### src/rtl/dma_ctl_pkg.sv
package dma_ctl_pkg;

    localparam int REG_W        = 32;
    localparam int LAUNCH_BIT   = 24;
    localparam int IRQ_PLAIN_W  = 24;
    localparam int IRQ_EN_LSB   = 16;
    localparam int IRQ_FLAG_LSB = 24;
    localparam int IRQ_FLAG_W   = REG_W - IRQ_FLAG_LSB;
    localparam int GATE_STRIDE  = 4;
    localparam int GATE_OFFSET  = 3;

    localparam logic [11:0] GCTL_OFS    = 12'h0F0;
    localparam logic [11:0] IRQ_OFS     = 12'h0F4;
    localparam logic [11:0] CTRL_BASE   = 12'h088;
    localparam logic [11:0] CTRL_STRIDE = 12'h010;

    typedef struct packed {
        logic [REG_W-1:0] word;
        logic             start;
    } chan_state_t;

    function automatic logic [11:0] ctrl_ofs(input int n);
        return CTRL_BASE + 12'(n) * CTRL_STRIDE;
    endfunction

    function automatic int gate_bit(input int n);
        return GATE_STRIDE * n + GATE_OFFSET;
    endfunction

endpackage

### src/rtl/dma_chan_slot.sv
module dma_chan_slot
    import dma_ctl_pkg::*;
(
    input  logic             clk,
    input  logic             rst_n,
    input  logic             wr_hit,
    input  logic [REG_W-1:0] wdata,
    input  logic             gate_en,
    input  logic             done,
    output logic [REG_W-1:0] word_o,
    output logic             start_o
);

    chan_state_t state_d, state_q;

    always_comb begin
        state_d       = state_q;
        state_d.start = 1'b0;
        if (done) begin
            state_d.word[LAUNCH_BIT] = 1'b0;
        end
        if (wr_hit) begin
            state_d.word  = wdata;
            state_d.start = wdata[LAUNCH_BIT] & gate_en;
        end
    end

    always_ff @(posedge clk) begin
        if (!rst_n) begin
            state_q <= '0;
        end else begin
            state_q <= state_d;
        end
    end

    assign word_o  = state_q.word;
    assign start_o = state_q.start;

endmodule

### src/rtl/dma_irq_unit.sv
module dma_irq_unit
    import dma_ctl_pkg::*;
#(
    parameter int NUM_CH = 7
) (
    input  logic              clk,
    input  logic              rst_n,
    input  logic              wr_hit,
    input  logic [REG_W-1:0]  wdata,
    input  logic [NUM_CH-1:0] done,
    output logic [REG_W-1:0]  irq_o
);

    logic [REG_W-1:0] irq_d, irq_q;

    always_comb begin
        irq_d = irq_q;
        if (wr_hit) begin
            irq_d[IRQ_PLAIN_W-1:0]  = wdata[IRQ_PLAIN_W-1:0];
            irq_d[REG_W-1:IRQ_FLAG_LSB] = irq_q[REG_W-1:IRQ_FLAG_LSB]
                                        & ~wdata[REG_W-1:IRQ_FLAG_LSB];
        end
        for (int n = 0; n < NUM_CH; n++) begin
            if (done[n] && irq_q[IRQ_EN_LSB + n]) begin
                irq_d[IRQ_FLAG_LSB + n] = 1'b1;
            end
        end
    end

    always_ff @(posedge clk) begin
        if (!rst_n) begin
            irq_q <= '0;
        end else begin
            irq_q <= irq_d;
        end
    end

    assign irq_o = irq_q;

endmodule

### src/rtl/dma_ctl_regs.sv
module dma_ctl_regs
    import dma_ctl_pkg::*;
#(
    parameter int NUM_CH = 7,
    parameter int ADDR_W = 12
) (
    input  logic                    clk,
    input  logic                    rst_n,
    input  logic                    bus_wr,
    input  logic [ADDR_W-1:0]       bus_addr,
    input  logic [REG_W-1:0]        bus_wdata,
    output logic [REG_W-1:0]        bus_rdata,
    input  logic [NUM_CH-1:0]       ch_done,
    output logic [NUM_CH-1:0]       ch_start,
    output logic [REG_W*NUM_CH-1:0] ch_ctrl
);

    localparam logic [ADDR_W-1:0] GCTL_A = ADDR_W'(GCTL_OFS);
    localparam logic [ADDR_W-1:0] IRQ_A  = ADDR_W'(IRQ_OFS);

    logic [REG_W-1:0] gctl_d, gctl_q;
    logic [REG_W-1:0] irq_q;
    logic [REG_W-1:0] slot_word [NUM_CH];
    logic             irq_hit;

    assign irq_hit = bus_wr && (bus_addr == IRQ_A);

    always_comb begin
        gctl_d = gctl_q;
        if (bus_wr && (bus_addr == GCTL_A)) begin
            gctl_d = bus_wdata;
        end
    end

    always_ff @(posedge clk) begin
        if (!rst_n) begin
            gctl_q <= '0;
        end else begin
            gctl_q <= gctl_d;
        end
    end

    for (genvar n = 0; n < NUM_CH; n++) begin : g_slot
        localparam logic [ADDR_W-1:0] SLOT_A = ADDR_W'(ctrl_ofs(n));
        logic slot_hit;
        assign slot_hit = bus_wr && (bus_addr == SLOT_A);

        dma_chan_slot u_slot (
            .clk     (clk),
            .rst_n   (rst_n),
            .wr_hit  (slot_hit),
            .wdata   (bus_wdata),
            .gate_en (gctl_q[gate_bit(n)]),
            .done    (ch_done[n]),
            .word_o  (slot_word[n]),
            .start_o (ch_start[n])
        );

        assign ch_ctrl[n*REG_W +: REG_W] = slot_word[n];
    end

    dma_irq_unit #(.NUM_CH(NUM_CH)) u_irq (
        .clk    (clk),
        .rst_n  (rst_n),
        .wr_hit (irq_hit),
        .wdata  (bus_wdata),
        .done   (ch_done),
        .irq_o  (irq_q)
    );

    always_comb begin
        bus_rdata = '0;
        if (bus_addr == GCTL_A) begin
            bus_rdata = gctl_q;
        end
        if (bus_addr == IRQ_A) begin
            bus_rdata = irq_q;
        end
        for (int n = 0; n < NUM_CH; n++) begin
            if (bus_addr == ADDR_W'(ctrl_ofs(n))) begin
                bus_rdata = slot_word[n];
            end
        end
    end

endmodule

### config.mk
export PLATFORM = sky130hd
export DESIGN_NAME = dma_ctl_regs
export DESIGN_NICKNAME = d
export VERILOG_FILES = /design/src/rtl/dma_ctl_pkg.sv /design/src/rtl/dma_chan_slot.sv /design/src/rtl/dma_irq_unit.sv /design/src/rtl/dma_ctl_regs.sv
export SDC_FILE = /design/constraint.sdc
export NUM_CORES = 1
export LEC_CHECK = 0
export ABC_CLOCK_PERIOD_IN_PS = 2450
export BUFFER_PORTS_ARGS = -buffer_cell sky130_fd_sc_hd__buf_2
export CAP_MARGIN = 20
export CORE_ASPECT_RATIO = 0.9
export CORE_MARGIN = 1
export CORE_UTILIZATION = 30
export DETAILED_ROUTE_END_ITERATION = 12
export GPL_ROUTABILITY_DRIVEN = 0
export PLACE_DENSITY = 0.52
export SYNTH_ARGS = -nofsm -noshare
export SYNTH_HDL_FRONTEND = slang
export SYNTH_SLANG_ARGS = --single-unit
### constraint.sdc
create_clock -name clk -period 2.45 [get_ports clk]
set_input_delay 0.245 -clock clk [delete_from_list [all_inputs] [get_ports clk]]
set_output_delay 0.245 -clock clk [all_outputs]
set_load 0.02 [all_outputs]
# Word level (Yosys, flattened, before mapping)
# Cells that the tools add are included.
# Widths: inputs -> output; s select.
# totals
register_bits	295
inputBits	54
out_inout_bits	263
elab_cells	116
# op_classes
eq_ne	9
n_mux	31
bitwise	9
n_reduce_logical	37
# op_table
cell	n
$mux 32	9
$mux 26	7
$eq 12x8->1 const B	9
$mux 31	1
$reduce_bool 2->1	14
$logic_and 1x1->1	16
$mux 1	14
$reduce_and 2->1	7
$and 8x8->8	1
$not 8->8	1
$and 1x1->1	7

# Longest topological paths before layout
# depth
ltp_word	10
mapped_depth	9
mapped_depth_nobuf	5

# Hierarchy
# A second synthesis with hierarchy kept.
# hier_totals
cells_unflattened	1436
area_unflattened_um2	14328.7
# modules_own_cells
mod	instances	cells_each	area_each_um2	seq_area_each_um2
dma_chan_slot	7	105	1275.0	660.6
dma_ctl_regs	1	590	4150.2	640.6
dma_irq_unit	1	111	1253.7	640.6

# Worst setup path after synthesis
# OpenSTA, ideal clock, no wires.
# synth_timing
kind	in2out
start	input bus_addr[2]
end	output bus_rdata[10]
t_arrival_ps	2248
required_time_ps	2205
setup_slack_ps	-43
stages	7
path_buffers	3
path_cell_list	buf_6 -> or4b_1 -> buf_4 -> nor2_4 -> buf_4 -> a21oi_1 -> o311ai_0
# synth_via
elab_chain_cells	10
elab_cells_between_ends	18
classes_between	eq/ne: 9; mux: 9
# synth_rtl
element	line	rtl
start: declaration	dma_ctl_regs.sv:10	input logic [ADDR_W-1:0] bus_addr,
$eq 12x8->1	dma_ctl_regs.sv:73	if (bus_addr == GCTL_A) begin
$mux 32	dma_ctl_regs.sv:73	
$mux 32	dma_ctl_regs.sv:76	if (bus_addr == IRQ_A) begin
$mux 32 (6 in a row)	dma_ctl_regs.sv:80	if (bus_addr == ADDR_W'(ctrl_ofs(n))) begin
$mux 32 (*)	dma_ctl_regs.sv:80	
end: declaration	dma_ctl_regs.sv:12	output logic [REG_W-1:0] bus_rdata,
# Mark *: on every way between the ends. The rest lies on a longest branch, timed or not.

# Final worst setup path
# layout_timing
start	input bus_addr[2]
end	output bus_rdata[12]
# Same word-level chain as after synthesis.

==> flow_summary.ini <==
[min_path]
hold-path-endpoint = u_irq.irq_o[27]
hold_depth = 3
hold_class = input port to flop
worstHoldStart = ch_done[3]

[floorplan]
rows = 70
core_um2 = 40800
io_pins = 317
die_h_um = 196
die-width_um = 217
initial_core_util = 0.306
die_area_um2 = 42500

[routing]
drt_wl_total_mm = 58.8
met3_length_mm = 4.68
route.met2.wl_mm = 25.3
vias = 13400
via_per_inst = 5.44
post_drt_wl_per_cell_um = 23.9
top_layer = met5
drt-pass1-iter-count = 6
met1_length_mm = 27.1
drcViolationCount = 0
antenna_left = 0
drtIter0Drc = 1265

[sta]
tightest_slew_ps = 708
setup_viol = 0
fin_ws_ps = 39.4
relSlewSlack = 0.528
post-route-min-period_ps = 2410
min_period_over_period = 0.984
rsz0062_at_grt = false
hold_viol_final = 0
fin_worst_skew_ps = 7.20
slew_violations = 0
max_clock_freq_mhz = 415

[critical_path]
worstPathBufferInverterCount = 2
path_cells = buf_2, or4b_4, or3_4, o22ai_1, a221oi_1, o21ai_1, buf_2
worstReg2RegStart = u_irq.irq_o[20]
worstRegToRegCells = 2
slowest_delay_ps = 560
start_kind = input port
critPathKind = input port to primary output
crit_family = simple AND/OR/NAND/NOR gates
endpoint_kind = primary output
crit_arrival_ps = 2170
regToRegSetupSlack_ps = 1540
timing.critical_path.mode_cell = buf_2
required_ps = 2200
cp_slowest_cell = or4b_4
worstPathMaxFanout = 4
rr_endpoint = u_irq.irq_o[28]

[global_route]
grt_pass1_wl_mm = 84.4
globalRouteTotalUtil = 0.269
grt_max_degree = 54
grt_pass1_vias = 12500
grt_overflow = 0
antenna_found_initial = 4

[pwr]
power_density_nw_per_um2 = 630
power.static_leakage_nw = 6.86
ir_worst_vdd_mv = 0.403
power_mw = 10.6

[synth]
synth-simple-area-share = 0.195
ys_seq_area_frac = 0.473
synth_compound_area_frac = 0.233
synthMuxAreaShare = 0.0414
synth_top_family_by_area = compound AO/OA/AOI/OAI gates
synthCells = 1548
ys_ff_latch = 295
yosysUniqueCellTypes = 51
yosysWarnings = 0
synth_edf_count = 0
synth_nets = 1602
synth.cell_area_um2 = 12500
async_flop_share = 0
synth_fa_ha_area_frac = 0
synthXorXnorAreaFrac = 0
syn_area_per_cell_um2 = 8.07
ys.flop_type = dfxtp_1

[clocking]
clk_pin_slew_ps = 60
clockRootBuffer = clkbuf_16
insertion_delay_ps = 520
cts_tree = done
clockBufferDepth = 3
cts_buffers = 35
clock-sinks = 295
cts_max_level = 2

[finish]
fillers = 4272
drive_gt1_frac = 0.275
fin_nets = 1950
syn_to_final_growth_pct = 34.7

[placed_design]
port-buffer-count = 316
post-place-ws_ps = -36.6
dp_hpwl_mm = 42.1

[run]
max-cap-violations = 0

[status]
status = finished, final reports clean
==> metal layers <==
metal  vias to the layer above  GRT usage
met3                       107     0.0438
met4                         4     0.0936
met1                      6431      0.391
met5                         -          0
li1                       6267          -
met2                       592      0.399
==> worst max path at each step <==
stage                start             to  slack [ps]  depth (start not counted)
4_1_cts        bus_addr[2]  bus_rdata[26]           5                          9
6_report       bus_addr[2]  bus_rdata[12]          40                          7
3_5_place_dp   bus_addr[2]  bus_rdata[19]         -40                          8
2_1_floorplan  bus_addr[2]   bus_rdata[4]          10                          6
5_1_grt        bus_addr[2]  bus_rdata[11]          10                         10
3_3_place_gp   bus_addr[2]   bus_rdata[7]         -70                          8
==> cells by family (layout without fill, tap and decap cells) <==
family / Yosys count / count (layout)
multiplexers: 50 / 50
AO/OA/AOI/OAI: 514 / 514
flip-flops: 295 / 295
other: 0 / 7
AND/OR/NAND/NOR: 518 / 518
buffers and inverters: 171 / 539
==> registers in the layout, summed over array words and instances, names as in the netlist <==
register	cells
u_irq.irq_o	32
g_slot.u_slot.start_o	7
g_slot.u_slot.word_o	224
gctl_q	32
==> synthesized netlist by cell type, drive strengths merged, types with 5 or more instances <==
cell	instances	area share
o22ai	28	0.014
buf	75	0.029
mux2i	37	0.030
dfxtp	295	0.47
nor2b	10	0.0050
o21ai	307	0.12
o211ai	13	0.0078
clkbuf	79	0.024
nand2	156	0.047
a311oi	7	0.0049
mux2	13	0.012
nand3	252	0.10
a221o	6	0.0048
nor2	67	0.021
a21oi	87	0.035
a211oi	5	0.0030
inv	17	0.0051
o2bb2ai	9	0.0063
o311ai	16	0.011
a22oi	19	0.011
nand2b	5	0.0025
nand4b	7	0.0054
==> timing repair <==
item	4_1_cts	5_1_grt
buffers inserted	0	0
hold buffers	31	0
hold endpoints to repair	34	0
gates resized for setup	6	13
pin swaps	0	1
endpoints found under the setup margin	6	22
==> power breakdown <==
group / leakage [nW] / switching, mW / total, mW / internal, mW
clock network: 0.547 / 2.05 / 5.15 / 3.11
logic: 3.94 / 0.444 / 0.649 / 0.205
registers: 2.37 / 0.000432 / 4.80 / 4.80
==> through the flow <==
step / utilization / std cells / hold WS, ps / cell area [µm²] / TNS, ps
global route: 0.412 / 2456 / 32.0 / 16800 / 0
CTS: 0.410 / 2456 / 14.1 / 16700 / 0
global placement: 0.375 / 2368 / 442 / 15300 / -98.2
finish: 0.412 / 2463 / 32.5 / 16800 / 0
detailed placement: 0.375 / 2368 / 440 / 15300 / -78.3
floorplan: - / 1548 / 332 / 12500 / 0
==> final cells by class <==
type | count | area (µm²) | share of cell area
clock buffers | 51 | 1030 | 0.0611
diodes | 7 | 17.5 | 0.00104
flip-flops and latches | 295 | 5910 | 0.351
clock inverters | 6 | 83.8 | 0.00498
inverters | 17 | 63.8 | 0.00379
multi-input cells | 1082 | 6010 | 0.357
repair buffers | 465 | 3040 | 0.181
well taps | 540 | 676 | 0.0402
==> layout by cell type (no fill, tap or decap), drive strengths merged, types with 16 or more instances in the layout <==
master / count
buf: 433
o21ai: 307
dfxtp: 295
nand3: 252
nand2: 156
a21oi: 87
nor2: 67
clkbuf: 52
mux2i: 37
dlygate4sd3: 31
o22ai: 28
a22oi: 19
inv: 17
o311ai: 16
==> worst reg2reg max path: cells and delay by family, from the launching register on <==
kind | cells | cell delay [ps]
flops | 1 | 470
compound gates | 2 | 350
No activity file was read; power rests on OpenSTA's default activity.
